==> src/rtl/tsword_pkg.sv <==
package tsword_pkg;
  localparam int unsigned ADDR_LEVEL = 0;
  localparam int unsigned ADDR_OE    = 1;

  typedef enum logic [1:0] {
    CMD_NONE  = 2'd0,
    CMD_LEVEL = 2'd1,
    CMD_OE    = 2'd2
  } cmd_kind_e;
endpackage

==> src/rtl/tsword_rst_sync.sv <==
module tsword_rst_sync (
  input  logic clk,
  input  logic rst_n,
  output logic rst_n_sync
);
  logic stage1_q;
  logic stage2_q;

  always_ff @(posedge clk or negedge rst_n) begin
    if (!rst_n) begin
      stage1_q <= 1'b0;
      stage2_q <= 1'b0;
    end else begin
      stage1_q <= 1'b1;
      stage2_q <= stage1_q;
    end
  end

  assign rst_n_sync = stage2_q;
endmodule

==> src/rtl/tsword_cmd_decode.sv <==
module tsword_cmd_decode
  import tsword_pkg::*;
#(
  parameter int unsigned ADDR_W = 2,
  parameter int unsigned POS_W  = 3
) (
  input  logic              clk,
  input  logic              rst_n,
  input  logic              cmd_valid,
  input  logic [ADDR_W-1:0] cmd_addr,
  input  logic              cmd_data,
  input  logic [POS_W-1:0]  cmd_pos,
  output cmd_kind_e         kind_q,
  output logic              data_q,
  output logic [POS_W-1:0]  pos_q
);
  cmd_kind_e        kind_d;
  logic             data_d;
  logic [POS_W-1:0] pos_d;
  logic             cap_en;

  always_comb begin
    kind_d = CMD_NONE;
    if (cmd_valid) begin
      if (cmd_addr == ADDR_W'(ADDR_LEVEL)) begin
        kind_d = CMD_LEVEL;
      end else if (cmd_addr == ADDR_W'(ADDR_OE)) begin
        kind_d = CMD_OE;
      end
    end
  end

  assign cap_en = cmd_valid;
  assign data_d = cap_en ? cmd_data : data_q;
  assign pos_d  = cap_en ? cmd_pos  : pos_q;

  always_ff @(posedge clk or negedge rst_n) begin
    if (!rst_n) begin
      kind_q <= CMD_NONE;
      data_q <= 1'b0;
      pos_q  <= '0;
    end else begin
      kind_q <= kind_d;
      data_q <= data_d;
      pos_q  <= pos_d;
    end
  end

  // unused addresses never produce a pending command
  a_r7_other_addr_dropped: assert property (@(posedge clk) disable iff (!rst_n)
    (cmd_valid && (cmd_addr > ADDR_W'(ADDR_OE))) |=> (kind_q == CMD_NONE));

  // no strobe, nothing pending next cycle
  a_r2_idle_no_cmd: assert property (@(posedge clk) disable iff (!rst_n)
    !cmd_valid |=> (kind_q == CMD_NONE));
endmodule

==> src/rtl/tsword_word_build.sv <==
module tsword_word_build
  import tsword_pkg::*;
#(
  parameter int unsigned WORD_W = 8,
  parameter int unsigned POS_W  = 3
) (
  input  logic              clk,
  input  logic              rst_n,
  input  cmd_kind_e         kind_q,
  input  logic              data_q,
  input  logic [POS_W-1:0]  pos_q,
  output logic [WORD_W-1:0] ser_word,
  output logic              level_q
);
  logic              apply;
  logic [WORD_W-1:0] late_mask;
  logic [WORD_W-1:0] word_d;
  logic              level_d;

  assign apply = (kind_q == CMD_LEVEL);

  for (genvar i = 0; i < WORD_W; i++) begin : g_bit
    assign late_mask[i] = (POS_W'(i) >= pos_q);
    assign word_d[i]    = (apply && late_mask[i]) ? data_q : level_q;
  end

  assign level_d = apply ? data_q : level_q;

  always_ff @(posedge clk or negedge rst_n) begin
    if (!rst_n) begin
      ser_word <= '0;
      level_q  <= 1'b0;
    end else begin
      ser_word <= word_d;
      level_q  <= level_d;
    end
  end

  // without an applied command the word is uniform
  a_r4_uniform_word: assert property (@(posedge clk) disable iff (!rst_n)
    !apply |=> (($countones(ser_word) == 0) || ($countones(ser_word) == WORD_W)));

  // the latest bit always carries the new level
  a_r3_top_bit_new: assert property (@(posedge clk) disable iff (!rst_n)
    apply |=> (ser_word[WORD_W-1] == $past(data_q)));

  // the earliest bit keeps the old level when the change starts later
  a_r3_first_bit_old: assert property (@(posedge clk) disable iff (!rst_n)
    (apply && (pos_q != '0)) |=> (ser_word[0] == $past(level_q)));

  // position 0 switches the entire word
  a_r5_pos_zero_full: assert property (@(posedge clk) disable iff (!rst_n)
    (apply && (pos_q == '0)) |=> (ser_word == {WORD_W{$past(data_q)}}));
endmodule

==> src/rtl/tsword_oe_reg.sv <==
module tsword_oe_reg
  import tsword_pkg::*;
(
  input  logic      clk,
  input  logic      rst_n,
  input  cmd_kind_e kind_q,
  input  logic      data_q,
  output logic      ser_oe
);
  logic oe_en;
  logic oe_d;

  assign oe_en = (kind_q == CMD_OE);
  assign oe_d  = oe_en ? data_q : ser_oe;

  always_ff @(posedge clk or negedge rst_n) begin
    if (!rst_n) begin
      ser_oe <= 1'b0;
    end else begin
      ser_oe <= oe_d;
    end
  end

  // output-enable write loads the data bit
  a_r6_oe_load: assert property (@(posedge clk) disable iff (!rst_n)
    (kind_q == CMD_OE) |=> (ser_oe == $past(data_q)));

  // other commands leave the flag alone
  a_r7_oe_hold: assert property (@(posedge clk) disable iff (!rst_n)
    (kind_q != CMD_OE) |=> $stable(ser_oe));
endmodule

==> src/rtl/tsword_gen.sv <==
module tsword_gen
  import tsword_pkg::*;
#(
  parameter int unsigned WORD_W = 8,
  parameter int unsigned ADDR_W = 2,
  localparam int unsigned POS_W = $clog2(WORD_W)
) (
  input  logic              clk,
  input  logic              rst_n,
  input  logic              cmd_valid,
  input  logic [ADDR_W-1:0] cmd_addr,
  input  logic              cmd_data,
  input  logic [POS_W-1:0]  cmd_pos,
  output logic [WORD_W-1:0] ser_word,
  output logic              ser_oe
);
  logic             rst_n_sync;
  cmd_kind_e        kind_q;
  logic             data_q;
  logic [POS_W-1:0] pos_q;
  logic             level_q;

  tsword_rst_sync u_rst_sync (
    .clk        (clk),
    .rst_n      (rst_n),
    .rst_n_sync (rst_n_sync)
  );

  tsword_cmd_decode #(
    .ADDR_W (ADDR_W),
    .POS_W  (POS_W)
  ) u_decode (
    .clk       (clk),
    .rst_n     (rst_n_sync),
    .cmd_valid (cmd_valid),
    .cmd_addr  (cmd_addr),
    .cmd_data  (cmd_data),
    .cmd_pos   (cmd_pos),
    .kind_q    (kind_q),
    .data_q    (data_q),
    .pos_q     (pos_q)
  );

  tsword_word_build #(
    .WORD_W (WORD_W),
    .POS_W  (POS_W)
  ) u_word (
    .clk      (clk),
    .rst_n    (rst_n_sync),
    .kind_q   (kind_q),
    .data_q   (data_q),
    .pos_q    (pos_q),
    .ser_word (ser_word),
    .level_q  (level_q)
  );

  tsword_oe_reg u_oe (
    .clk    (clk),
    .rst_n  (rst_n_sync),
    .kind_q (kind_q),
    .data_q (data_q),
    .ser_oe (ser_oe)
  );

  // outputs are cleared while reset is held
  always_comb begin
    if (!rst_n_sync) begin
      a_r1_reset_clear: assert (ser_word == '0 && ser_oe == 1'b0 && level_q == 1'b0);
    end
  end
endmodule

==> config.mk <==
export PLATFORM = sky130hd
export DESIGN_NAME = tsword_gen
export DESIGN_NICKNAME = d
export VERILOG_FILES = /design/src/rtl/tsword_pkg.sv /design/src/rtl/tsword_rst_sync.sv /design/src/rtl/tsword_cmd_decode.sv /design/src/rtl/tsword_word_build.sv /design/src/rtl/tsword_oe_reg.sv /design/src/rtl/tsword_gen.sv
export SDC_FILE = /design/constraint.sdc
export NUM_CORES = 1
export LEC_CHECK = 0
export BUFFER_PORTS_ARGS = -buffer_cell sky130_fd_sc_hd__buf_2
export CAP_MARGIN = 20
export CORE_MARGIN = 8
export CORE_UTILIZATION = 48
export DETAILED_ROUTE_END_ITERATION = 6
export HOLD_SLACK_MARGIN = 0.03
export PLACE_DENSITY_LB_ADDON = 0.3
export SLEW_MARGIN = 20
export SYNTH_ARGS = -nofsm -noshare
export SYNTH_HDL_FRONTEND = slang
export SYNTH_SLANG_ARGS = --single-unit
==> constraint.sdc <==
create_clock -name clk -period 0.8 [get_ports clk]
set_input_delay 0.16 -clock clk [delete_from_list [all_inputs] [get_ports clk]]
set_output_delay 0.16 -clock clk [all_outputs]
set_load 0.01 [all_outputs]
==> qor.yml <==
status: "finished, violations left"
violations: "negative setup slack"
leakagePower_nw: 0.465
routabilityCongestion: 0.696
die_x_um: 53.9
cp.required_ps: 980
grt_usage_pct: 10.6
fin_skew_ps: 6.24
internal_power_mw: 1.65
dp_hpwl_um: 925
hold_path_end: "u_decode.kind_q[0]"
drt_iter0_drc: 7
clk_pin_slew_worst_paths_ps: 100
maxCapViolations: 0
dr.pass1.iters: 2
arrival_ps: 1560
area_delta_synth_final_pct: 41.6
start_util_pct: 52.3
gr-total-overflow: 0
post-route-util_pct: 74.1
fin_crit_sh_pct: 173
critPathMaxFanout: 4
start_kind: "flop"
swShare_pct: 25.8
antenna_found_initial: 0
vias: 462
irDropWorstVdd_mv: 1.70
cts_max_level: 1
p_per_area_mw_per_mm2: 2280
via_per_inst: 5.08
max_freq_mhz: 721
worstHoldStart: "cmd_addr[1]"
setup_viol: 23
multi_input_area_sq_um: 285
setup-tns-final_ps: -6400
worstReg2RegStart: "u_decode.pos_q[2]"
p_seq_share_pct: 52.4
wl_per_cell_um: 14.5
grt_max_degree: 17
finalHoldViolCount: 0
ios: 18
grt_pass1_wl_um: 2190
clock_latency_ps: 290
critPathSlowestCell: "or3b_4"
switchingPower_mw: 0.573
ys_seq_area_share_pct: 65.3
crit_type: "flop to flop"
postCtsHoldBufs: 1
drc: 0
cts_buffer_depth: 2
synth.distinct_cells: 15
finalPower_mw: 2.22
syn_nets: 54
layout-drive-gt1-share_pct: 71.1
grt_pass1_vias: 512
core_area_sq_mm: 0.00132
crit_path_cell_trace: "or3b_4 > a21oi_2 > mux2_4"
cts_sinks: 18
numCtsBuffers: 3
rrSetupSlack_ps: -590
whs_path_depth: 2
ys_seq_elements: 18
cts_root_buffer: "clkbuf_4"
reg2reg_depth: 3
cts_tree: "built"
min_path_type: "primary input to flop"
syn_area_sq_um: 689
synth.avg_cell_area_sq_um: 15.3
num_rows: 13
synthCells: 45
yosysWarnings: 0
wl_um: 1320
combPwrFrac_pct: 23.5
period_minus_slack_ps: 1390
die_area_sq_mm: 0.00291
register_area_sq_um: 454
cp_slowest_stage_delay_ps: 440
rsz0062_at_grt: "true"
fin_nets: 86
maxSlewViolCount: 0
n_fill_cell: 90
n_antenna_cell: 0
r2r_end: "u_word.ser_word[2]"
port_buffers: 17
pwr-share-clk_pct: 24.1
ant_nets: 0
finalWorstSetupSlack_ps: -586
end_kind: "flop"
die_height_um: 53.9
-- power by group through the flow --
stage / clock network, mW / logic, mW / registers (mW)
2_1_floorplan: 0 / 0.159 / 1.23
5_1_grt: 0.605 / 0.558 / 1.19
3_5_place_dp: 0 / 0.441 / 1.17
3_3_place_gp: 0 / 0.433 / 1.17
4_1_cts: 0.570 / 0.514 / 1.16
6_report: 0.535 / 0.523 / 1.16
-- cell type report --
type	instances	area share [%]
Sequential cell	18	46.5
Multi-Input combinational cell	26	29.2
Timing Repair Buffer	28	18.6
Clock buffer	4	3.72
Tap cell	15	1.92
-- how the worst max path moves through the flow --
| stage | slack [ps] | end | start |
|---|---|---|---|
| after floorplan | -550 | u_word.ser_word[0] | u_decode.pos_q[2] |
| after global placement | -550 | u_word.ser_word[2] | u_decode.kind_q[1] |
| after detailed placement | -590 | u_word.ser_word[0] | u_decode.kind_q[1] |
| after CTS | -590 | u_word.ser_word[2] | u_decode.pos_q[2] |
| after global routing | -630 | u_word.ser_word[0] | u_decode.pos_q[2] |
| final | -590 | u_word.ser_word[2] | u_decode.pos_q[2] |
-- timing repair --
action	CTS	global route
setup endpoints to repair	23	23
endpoints found under the hold margin	3	1
pin swaps	2	2
cloned	0	0
resized for setup	13	1
buffers inserted	3	1
-- per-stage QoR --
stage / area (sq um) / hold slack [ps] / std cells / setup slack [ps]
6_report: 976 / 30.2 / 91 / -586
4_1_cts: 963 / 14.2 / 90 / -589
2_1_floorplan: 703 / -136 / 45 / -549
3_3_place_gp: 855 / -54.2 / 83 / -553
5_1_grt: 976 / 14.5 / 91 / -627
3_5_place_dp: 855 / -52.3 / 83 / -585
-- state kept, by name, summed over array words and instances (netlist names) --
| register | flops |
|---|---|
| u_word.ser_word | 8 |
| u_decode.kind_q | 2 |
| u_decode.data_q | 1 |
| u_decode.pos_q | 3 |
| u_rst_sync.stage1_q | 1 |
| u_oe.ser_oe | 1 |
| u_rst_sync.rst_n_sync | 1 |
| u_word.level_q | 1 |
-- critical path, delay by kind of cell (launching register included) --
family / cells / cell delay [ps]
AOI/OAI and AO/OA: 1 / 140
DFF: 1 / 390
muxes: 1 / 300
and+or+nand+nor: 1 / 440
-- cell families (layout without fill, tap and decap cells) --
family,Yosys count,after routing,synth area share [%]
flops,18,18,65.3
mux,13,13,21.2
simple gates,8,8,8.35
compound gates,4,4,3.99
other cells,1,1,0.544
buf+inv,1,32,0.544
-- per-layer routing --
metal / vias to the layer above / GRT usage, % / share of wire, %
met5: - / 0 / 0
met4: 0 / 5.04 / 0
met3: 0 / 4.68 / 7.8
met2: 13 / 18.3 / 53
met1: 229 / 10.8 / 39
li1: 220 / - / -
-- cells in the mapped netlist, drive strengths merged --
library cell	instances	area share [%]
nor3b	1	1.1
nand2b	2	1.8
and3b	1	1.3
or3b	1	1.6
nor2	2	1.1
a31oi	1	0.91
clkbuf	1	0.54
a21oi	2	2.0
dfrtp	18	65
mux2	13	21
nor3	1	1.5
o21a	1	1.1
conb	1	0.54
-- cell usage in the layout (no fill, tap or decap), types with 2 or more instances in the layout --
cell type and n:
clkbuf_4 3, mux2_4 5, dfrtp_2 3, dfrtp_1 15, mux2_2 8, buf_2 17, buf_6 3, nand2b_4 2
buf_4 7
No activity file was read; power rests on OpenSTA's default activity.
